$ cat config.mk
export PLATFORM = sky130hd
export DESIGN_NAME = i2cx_expander_target
export DESIGN_NICKNAME = d
export VERILOG_FILES = /design/src/rtl/i2cx_pkg.sv /design/src/rtl/i2cx_bus_events.sv /design/src/rtl/i2cx_regfile.sv /design/src/rtl/i2cx_target_fsm.sv /design/src/rtl/i2cx_expander_target.sv
export SDC_FILE = /design/constraint.sdc
export NUM_CORES = 1
export LEC_CHECK = 0
export BUFFER_PORTS_ARGS = -buffer_cell sky130_fd_sc_hd__clkbuf_2
export CELL_PAD_IN_SITES_DETAIL_PLACEMENT = 1
export CELL_PAD_IN_SITES_GLOBAL_PLACEMENT = 1
export CORE_MARGIN = 8
export CORE_UTILIZATION = 48
export CTS_CLUSTER_DIAMETER = 150
export DETAILED_ROUTE_END_ITERATION = 8
export GPL_TIMING_DRIVEN = 0
export PLACE_DENSITY_LB_ADDON = 0.1
export SKIP_CTS_REPAIR_TIMING = 1
export SLEW_MARGIN = 40
export SYNTH_ARGS = -nofsm -noshare
export SYNTH_HDL_FRONTEND = slang
export SYNTH_SLANG_ARGS = --single-unit
export TNS_END_PERCENT = 5
$ cat constraint.sdc
create_clock -name clk -period 2.49 [get_ports clk]
set_clock_uncertainty 0.15 [all_clocks]
set_input_delay 0.1245 -clock clk [delete_from_list [all_inputs] [get_ports clk]]
set_output_delay 0.1245 -clock clk [all_outputs]
set_load 0.02 [all_outputs]
$ cat src/rtl/i2cx_pkg.sv
package i2cx_pkg;

   typedef enum logic [3:0] {
      ST_IDLE,
      ST_ADDR,
      ST_ADDR_ACK,
      ST_CMD,
      ST_CMD_ACK,
      ST_WDATA,
      ST_WDATA_ACK,
      ST_RDATA,
      ST_RACK,
      ST_IGNORE
   } tgt_state_e;

   localparam int SEL_W = 2;
   typedef logic [SEL_W-1:0] reg_sel_t;

   localparam reg_sel_t SEL_INPUT  = 2'd0;
   localparam reg_sel_t SEL_OUTPUT = 2'd1;
   localparam reg_sel_t SEL_POLAR  = 2'd2;
   localparam reg_sel_t SEL_CONFIG = 2'd3;

endpackage

$ cat src/rtl/i2cx_bus_events.sv
module i2cx_bus_events #(
   parameter int STAGES = 2
) (
   input  logic clk,
   input  logic rst_n,
   input  logic scl_i,
   input  logic sda_i,
   output logic scl_s,
   output logic sda_s,
   output logic scl_rise,
   output logic scl_fall,
   output logic start_ev,
   output logic stop_ev
);

   localparam int NLINES = 2;

   logic [NLINES-1:0] line_in;
   logic [NLINES-1:0] line_now;
   logic [NLINES-1:0] line_prev;

   assign line_in = {sda_i, scl_i};

   genvar g;
   generate
      for (g = 0; g < NLINES; g++) begin : g_line
         logic [STAGES:0] pipe;
         always_ff @(posedge clk or negedge rst_n) begin
            if (!rst_n) pipe <= '1;
            else        pipe <= {pipe[STAGES-1:0], line_in[g]};
         end
         assign line_now[g]  = pipe[STAGES-1];
         assign line_prev[g] = pipe[STAGES];
      end
   endgenerate

   assign scl_s    = line_now[0];
   assign sda_s    = line_now[1];
   assign scl_rise = line_now[0] & ~line_prev[0];
   assign scl_fall = ~line_now[0] & line_prev[0];
   assign start_ev = line_now[0] & line_prev[0] & line_prev[1] & ~line_now[1];
   assign stop_ev  = line_now[0] & line_prev[0] & ~line_prev[1] & line_now[1];

endmodule

$ cat src/rtl/i2cx_regfile.sv
module i2cx_regfile
   import i2cx_pkg::*;
#(
   parameter int               DATA_W  = 8,
   parameter logic [DATA_W-1:0] OUT_RST = '1,
   parameter logic [DATA_W-1:0] POL_RST = '0,
   parameter logic [DATA_W-1:0] CFG_RST = '1
) (
   input  logic              clk,
   input  logic              rst_n,
   input  logic [DATA_W-1:0] port_in,
   input  logic              wr_en,
   input  reg_sel_t          sel,
   input  logic [DATA_W-1:0] wr_data,
   output logic [DATA_W-1:0] rd_data,
   output logic [DATA_W-1:0] out_q,
   output logic [DATA_W-1:0] cfg_q
);

   localparam int NREG = 1 << SEL_W;

   logic [DATA_W-1:0] stor [1:NREG-1];
   logic [DATA_W-1:0] in_val;

   genvar g;
   generate
      for (g = 1; g < NREG; g++) begin : g_reg
         localparam logic [DATA_W-1:0] RV =
            (g == 1) ? OUT_RST : (g == 2) ? POL_RST : CFG_RST;
         always_ff @(posedge clk or negedge rst_n) begin
            if (!rst_n)                          stor[g] <= RV;
            else if (wr_en && sel == reg_sel_t'(g)) stor[g] <= wr_data;
         end
      end
   endgenerate

   assign in_val = port_in ^ stor[2];
   assign out_q  = stor[1];
   assign cfg_q  = stor[3];

   always_comb begin
      case (sel)
         SEL_OUTPUT: rd_data = stor[1];
         SEL_POLAR:  rd_data = stor[2];
         SEL_CONFIG: rd_data = stor[3];
         default:    rd_data = in_val;
      endcase
   end

   // a write aimed at the input port leaves every stored register alone
   assert_inport_wr_ignored_R11: assert property (@(posedge clk) disable iff (!rst_n)
      (wr_en && sel == SEL_INPUT) |=> ($stable(stor[1]) && $stable(stor[2]) && $stable(stor[3])));

endmodule

$ cat src/rtl/i2cx_target_fsm.sv
module i2cx_target_fsm
   import i2cx_pkg::*;
#(
   parameter int                DATA_W      = 8,
   parameter int                ADDR_W      = 7,
   parameter logic [ADDR_W-1:0] TARGET_ADDR = 7'h38
) (
   input  logic              clk,
   input  logic              rst_n,
   input  logic              scl_s,
   input  logic              sda_s,
   input  logic              scl_rise,
   input  logic              scl_fall,
   input  logic              start_ev,
   input  logic              stop_ev,
   input  logic [DATA_W-1:0] rd_data,
   output reg_sel_t          sel,
   output logic              wr_en,
   output logic [DATA_W-1:0] wr_data,
   output logic              sda_oe
);

   localparam int CNT_W = $clog2(DATA_W + 1);
   localparam logic [CNT_W-1:0] FULL = CNT_W'(DATA_W);
   localparam logic [CNT_W-1:0] ONE  = CNT_W'(1);

   tgt_state_e        state;
   logic [CNT_W-1:0]  cnt;
   logic [DATA_W-1:0] sh;
   logic [DATA_W-1:0] tx;
   logic [DATA_W-1:0] cmd;
   logic              rw;

   assign sel = cmd[SEL_W-1:0];

   always_ff @(posedge clk or negedge rst_n) begin
      if (!rst_n) begin
         state   <= ST_IDLE;
         cnt     <= '0;
         sh      <= '0;
         tx      <= '0;
         cmd     <= '0;
         rw      <= 1'b0;
         sda_oe  <= 1'b0;
         wr_en   <= 1'b0;
         wr_data <= '0;
      end else begin
         wr_en <= 1'b0;
         if (start_ev) begin
            state  <= ST_ADDR;
            cnt    <= '0;
            sda_oe <= 1'b0;
         end else if (stop_ev) begin
            state  <= ST_IDLE;
            cnt    <= '0;
            sda_oe <= 1'b0;
         end else begin
            case (state)
               ST_ADDR, ST_CMD, ST_WDATA: begin
                  if (scl_rise && cnt != FULL) begin
                     sh  <= {sh[DATA_W-2:0], sda_s};
                     cnt <= cnt + ONE;
                  end else if (scl_fall && cnt == FULL) begin
                     if (state == ST_ADDR) begin
                        if (sh[DATA_W-1:1] == TARGET_ADDR) begin
                           rw     <= sh[0];
                           sda_oe <= 1'b1;
                           state  <= ST_ADDR_ACK;
                        end else begin
                           state  <= ST_IGNORE;
                        end
                     end else if (state == ST_CMD) begin
                        cmd    <= sh;
                        sda_oe <= 1'b1;
                        state  <= ST_CMD_ACK;
                     end else begin
                        wr_en   <= 1'b1;
                        wr_data <= sh;
                        sda_oe  <= 1'b1;
                        state   <= ST_WDATA_ACK;
                     end
                  end
               end
               ST_ADDR_ACK: begin
                  if (scl_rise && rw) begin
                     tx <= rd_data;
                  end else if (scl_fall) begin
                     if (rw) begin
                        sda_oe <= ~tx[DATA_W-1];
                        cnt    <= ONE;
                        state  <= ST_RDATA;
                     end else begin
                        sda_oe <= 1'b0;
                        cnt    <= '0;
                        state  <= ST_CMD;
                     end
                  end
               end
               ST_CMD_ACK, ST_WDATA_ACK: begin
                  if (scl_fall) begin
                     sda_oe <= 1'b0;
                     cnt    <= '0;
                     state  <= ST_WDATA;
                  end
               end
               ST_RDATA: begin
                  if (scl_fall) begin
                     if (cnt == FULL) begin
                        sda_oe <= 1'b0;
                        state  <= ST_RACK;
                     end else begin
                        sda_oe <= ~tx[DATA_W-2];
                        tx     <= {tx[DATA_W-2:0], 1'b0};
                        cnt    <= cnt + ONE;
                     end
                  end
               end
               ST_RACK: begin
                  if (scl_rise) begin
                     if (!sda_s) tx    <= rd_data;
                     else        state <= ST_IGNORE;
                  end else if (scl_fall) begin
                     sda_oe <= ~tx[DATA_W-1];
                     cnt    <= ONE;
                     state  <= ST_RDATA;
                  end
               end
               default: ;
            endcase
         end
      end
   end

   // the target only starts pulling data low while the clock is low
   assert_oe_rise_scl_low_R3: assert property (@(posedge clk) disable iff (!rst_n)
      (sda_oe && !$past(sda_oe)) |-> !scl_s);

   // in idle the data line is released
   assert_idle_release_R10: assert property (@(posedge clk) disable iff (!rst_n)
      (state == ST_IDLE) |-> !sda_oe);

   // after a NACK or an address mismatch the data line stays released
   assert_ignore_release_R9: assert property (@(posedge clk) disable iff (!rst_n)
      (state == ST_IGNORE) |-> !sda_oe);

   // the command byte only changes when a command byte completes
   assert_cmd_hold_R7: assert property (@(posedge clk) disable iff (!rst_n)
      !$stable(cmd) |-> ($past(state) == ST_CMD));

endmodule

$ cat src/rtl/i2cx_expander_target.sv
module i2cx_expander_target
   import i2cx_pkg::*;
#(
   parameter int                DATA_W      = 8,
   parameter int                ADDR_W      = 7,
   parameter logic [ADDR_W-1:0] TARGET_ADDR = 7'h38,
   parameter int                SYNC_STAGES = 2,
   parameter logic [DATA_W-1:0] OUT_RST     = '1,
   parameter logic [DATA_W-1:0] POL_RST     = '0,
   parameter logic [DATA_W-1:0] CFG_RST     = '1
) (
   input  logic              clk,
   input  logic              rst_n,
   input  logic              scl_i,
   input  logic              sda_i,
   output logic              sda_oe_o,
   input  logic [DATA_W-1:0] port_in_i,
   output logic [DATA_W-1:0] out_port_o,
   output logic [DATA_W-1:0] cfg_o
);

   generate
      if (SYNC_STAGES < 2) begin : g_chk_sync
         $error("SYNC_STAGES must be at least 2");
      end
      if (ADDR_W + 1 != DATA_W) begin : g_chk_addr
         $error("address plus direction flag must fill one data byte");
      end
   endgenerate

   logic              scl_s, sda_s, scl_rise, scl_fall, start_ev, stop_ev;
   logic [DATA_W-1:0] rd_data, wr_data;
   logic              wr_en;
   reg_sel_t          sel;

   i2cx_bus_events #(.STAGES(SYNC_STAGES)) u_events (
      .clk      (clk),
      .rst_n    (rst_n),
      .scl_i    (scl_i),
      .sda_i    (sda_i),
      .scl_s    (scl_s),
      .sda_s    (sda_s),
      .scl_rise (scl_rise),
      .scl_fall (scl_fall),
      .start_ev (start_ev),
      .stop_ev  (stop_ev)
   );

   i2cx_target_fsm #(
      .DATA_W      (DATA_W),
      .ADDR_W      (ADDR_W),
      .TARGET_ADDR (TARGET_ADDR)
   ) u_fsm (
      .clk      (clk),
      .rst_n    (rst_n),
      .scl_s    (scl_s),
      .sda_s    (sda_s),
      .scl_rise (scl_rise),
      .scl_fall (scl_fall),
      .start_ev (start_ev),
      .stop_ev  (stop_ev),
      .rd_data  (rd_data),
      .sel      (sel),
      .wr_en    (wr_en),
      .wr_data  (wr_data),
      .sda_oe   (sda_oe_o)
   );

   i2cx_regfile #(
      .DATA_W  (DATA_W),
      .OUT_RST (OUT_RST),
      .POL_RST (POL_RST),
      .CFG_RST (CFG_RST)
   ) u_regs (
      .clk     (clk),
      .rst_n   (rst_n),
      .port_in (port_in_i),
      .wr_en   (wr_en),
      .sel     (sel),
      .wr_data (wr_data),
      .rd_data (rd_data),
      .out_q   (out_port_o),
      .cfg_q   (cfg_o)
   );

endmodule

==> out/qor.yml <==
yosys.area.top_type: "dfrtp_1"
comb_power_share_pct: 35.8
cts_max_path_buffers: 2
ant_nets: 0
synth-async-reset-ratio_pct: 100.0
fin_crit_sh_pct: 97.88
cp-start-kind: "flop"
cts_buffers: 9
route.detailed.drc: 0
worstSkewPairLatency_ns: 0.35
initial_core_util_pct: 49.34
yosys.area.top_type_share_pct: 31.63
finalNonFillerCells: 461
wl_um: 8865
antenna_cells: 0
core-area_um2: 7214
min_path_type: "input pin to async pin"
rr_worst_depth: 6
num_vias: 2585
cts.sinks: 67
p_int_w: 0.002350
ys_top_cells_by_area: "dfrtp_1 (32%), mux2_2 (16%), dfstp_2 (16%), buf_4 (3.4%), mux2i_1 (2.8%)"
syn_nets: 330
setup-tns-final_ns: 0
crit_type: "flop to flop"
final_layout_size_suffix_gt1_share_pct: 42.27
vdd_drop_max_v: 0.0004134
dp_hpwl_um: 5992
gp_congestion: 0.8602
p_seq_share_pct: 38.4
finalMaxSlewViolations: 0
viasPerCell: 5.607
io_buffer_count: 28
hold_viol: 0
rsz0062_at_grt: "yes"
p_leak_nw: 1.860
grt_max_degree: 68
pwr_density_cell_nw_per_um2: 897.9
first_pass_iters: 4
grt_pass1_vias: 2724
num-fill-cells: 806
switching_power_w: 0.001364
reg2reg_from: "u_fsm.state[2]$_DFFE_PN0P_"
yosys_warnings: 0
synth_common_cells: "mux2_2 (52), dfrtp_1 (45), nor2_1 (26)"
cp-end-kind: "flop"
area_growth_pct: 16.20
die_h_um: 102.1
placedCellCount: 440
num_rows: 31
global_route.usage.total_pct: 18.33
drt_iter0_drc: 122
arrival_ns: 2.51
endpoint: "u_fsm.state[0]$_DFFE_PN0P_"
synth_area_um2: 3560
p_total_w: 0.003714
drv_cap: 0
grt_pass1_wl_um: 14520
cts_root_buf: "clkbuf_8"
regToRegSetupSlack_ns: 0.05
fin_nets: 374
clkPwrFrac_pct: 25.8
clkTransAtPathRegs_ns: 0.08
slew_headroom_pct: 57.02
worst-path-max-fanout: 10
ys_types: 56
synth_ff_type: "dfrtp_1"
ys_ff_latch: 67
swShare_pct: 36.73
synth.most_common_cell: "mux2_2"
antenna_found_initial: 0
grt-ovfl-total: 0
cp.required_ns: 2.56
dieArea_um2: 10430
fmax_ghz: 0.4103
wl_per_cell_um: 19.23
startpoint: "u_fsm.state[2]$_DFFE_PN0P_"
outcome: "finished clean"
io-pin-count: 29
place_area_um2: 3832
synth-edff-count: 0
holdWs_ns: 0.1709
syn_avg_cell_area_um2: 11.37
cts.htree.levels: 3
fin_crit_ns: 2.437
cts_tree: "yes"
tightest_slew_ns: 0.6421
seq_area_frac_synth_pct: 47.87
timing.rr.end: "u_fsm.state[0]$_DFFE_PN0P_"
final_area_um2: 4136
syn_inst: 313
setup_viol: 0
die_w_um: 102.1
state kept, by name, indices dropped and copies added, names as in the netlist:
signal / count
u_events.g_line.pipe: 6
u_fsm.cmd: 2
u_fsm.cnt: 4
u_fsm.rw: 1
u_fsm.sda_oe: 1
u_fsm.sh: 8
u_fsm.state: 4
u_fsm.tx: 8
u_fsm.wr_data: 8
u_fsm.wr_en: 1
u_regs.cfg_q: 8
u_regs.out_q: 8
u_regs.stor: 8
cell usage in the layout (no fill, tap or decap), types with 11 or more instances in the layout:
cell	synthesis	layout
dfstp_2	22	22
nor2_1	26	26
mux2_2	52	52
clkbuf_8	0	12
dfrtp_1	45	45
clkbuf_2	0	30
inv_1	13	13
buf_4	16	18
nand2_1	11	11
layer usage:
metal,track usage (%),up-vias,share of wire (%),routed length (um)
li1,-,1198,-,-
met1,25.28,1316,47,4129
met2,28.04,61,48,4260
met3,3.883,10,4.3,381
met4,5.756,0,1.1,94
met5,0,-,0,0
area by class of cell:
cell class	count	area (um2)	area share, %
sequential	67	1704	41.20
multi-input combinational	207	1674	40.47
timing repair buffer	34	214.0	5.172
buffer	25	160.2	3.872
clock buffer	11	151.4	3.660
tap	99	123.9	2.995
clock inverter	5	60.06	1.452
inverter	13	48.80	1.180
critical path, stage by stage (launching register included):
cell	delay, ns
dfrtp_1	0.33
clkbuf_1	0.40
and4b_1	0.40
clkbuf_1	0.53
a221oi_1	0.10
o22ai_1	0.28
mux2i_1	0.11
cells by family after synthesis:
group | after synthesis | share of synthesized area, %
mux | 62 | 19.26
xor+xnor | 9 | 2.215
flops | 67 | 47.87
buf+inv | 39 | 5.870
compound gates | 48 | 10.12
simple gates | 83 | 12.90
fa+ha+maj | 5 | 1.757
how the worst min path moves through the flow:
| stage | startpoint | to | cells after the start |
|---|---|---|---|
| global route | u_events.g_line[0].pipe[0]$_DFF_PN1_ | u_events.g_line[0].pipe[1]$_DFF_PN1_ | 0 |
| floorplan | rst_n | u_fsm.cmd[0]$_DFFE_PN0P_ | 0 |
| detailed placement | rst_n | u_fsm.tx[2]$_DFFE_PN0P_ | 1 |
| CTS | rst_n | u_regs.stor[10]$_DFFE_PN0P_ | 1 |
| global placement | sda_i | u_events.g_line[1].pipe[0]$_DFF_PN1_ | 1 |
| finish | rst_n | u_regs.stor[10]$_DFFE_PN0P_ | 2 |
power groups by stage:
stage / sequential (W) / clock [W] / combinational, W
after floorplan: 0.00140 / 0 / 0.000894
after global placement: 0.00143 / 0 / 0.00116
after detailed placement: 0.00145 / 0 / 0.00120
after CTS: 0.00143 / 0.000978 / 0.00121
after global routing: 0.00146 / 0.00103 / 0.00145
final: 0.00143 / 0.000957 / 0.00133
metrics by stage:
stage                     util (%)  setup slack, ns
after floorplan                  -           0.1881
after global placement       53.00          -0.1156
after detailed placement     53.12          -0.1748
after CTS                    56.05          -0.2226
after global routing         57.34          -0.1134
final                        57.34          0.05288
Power figures use the tool's default switching activity.
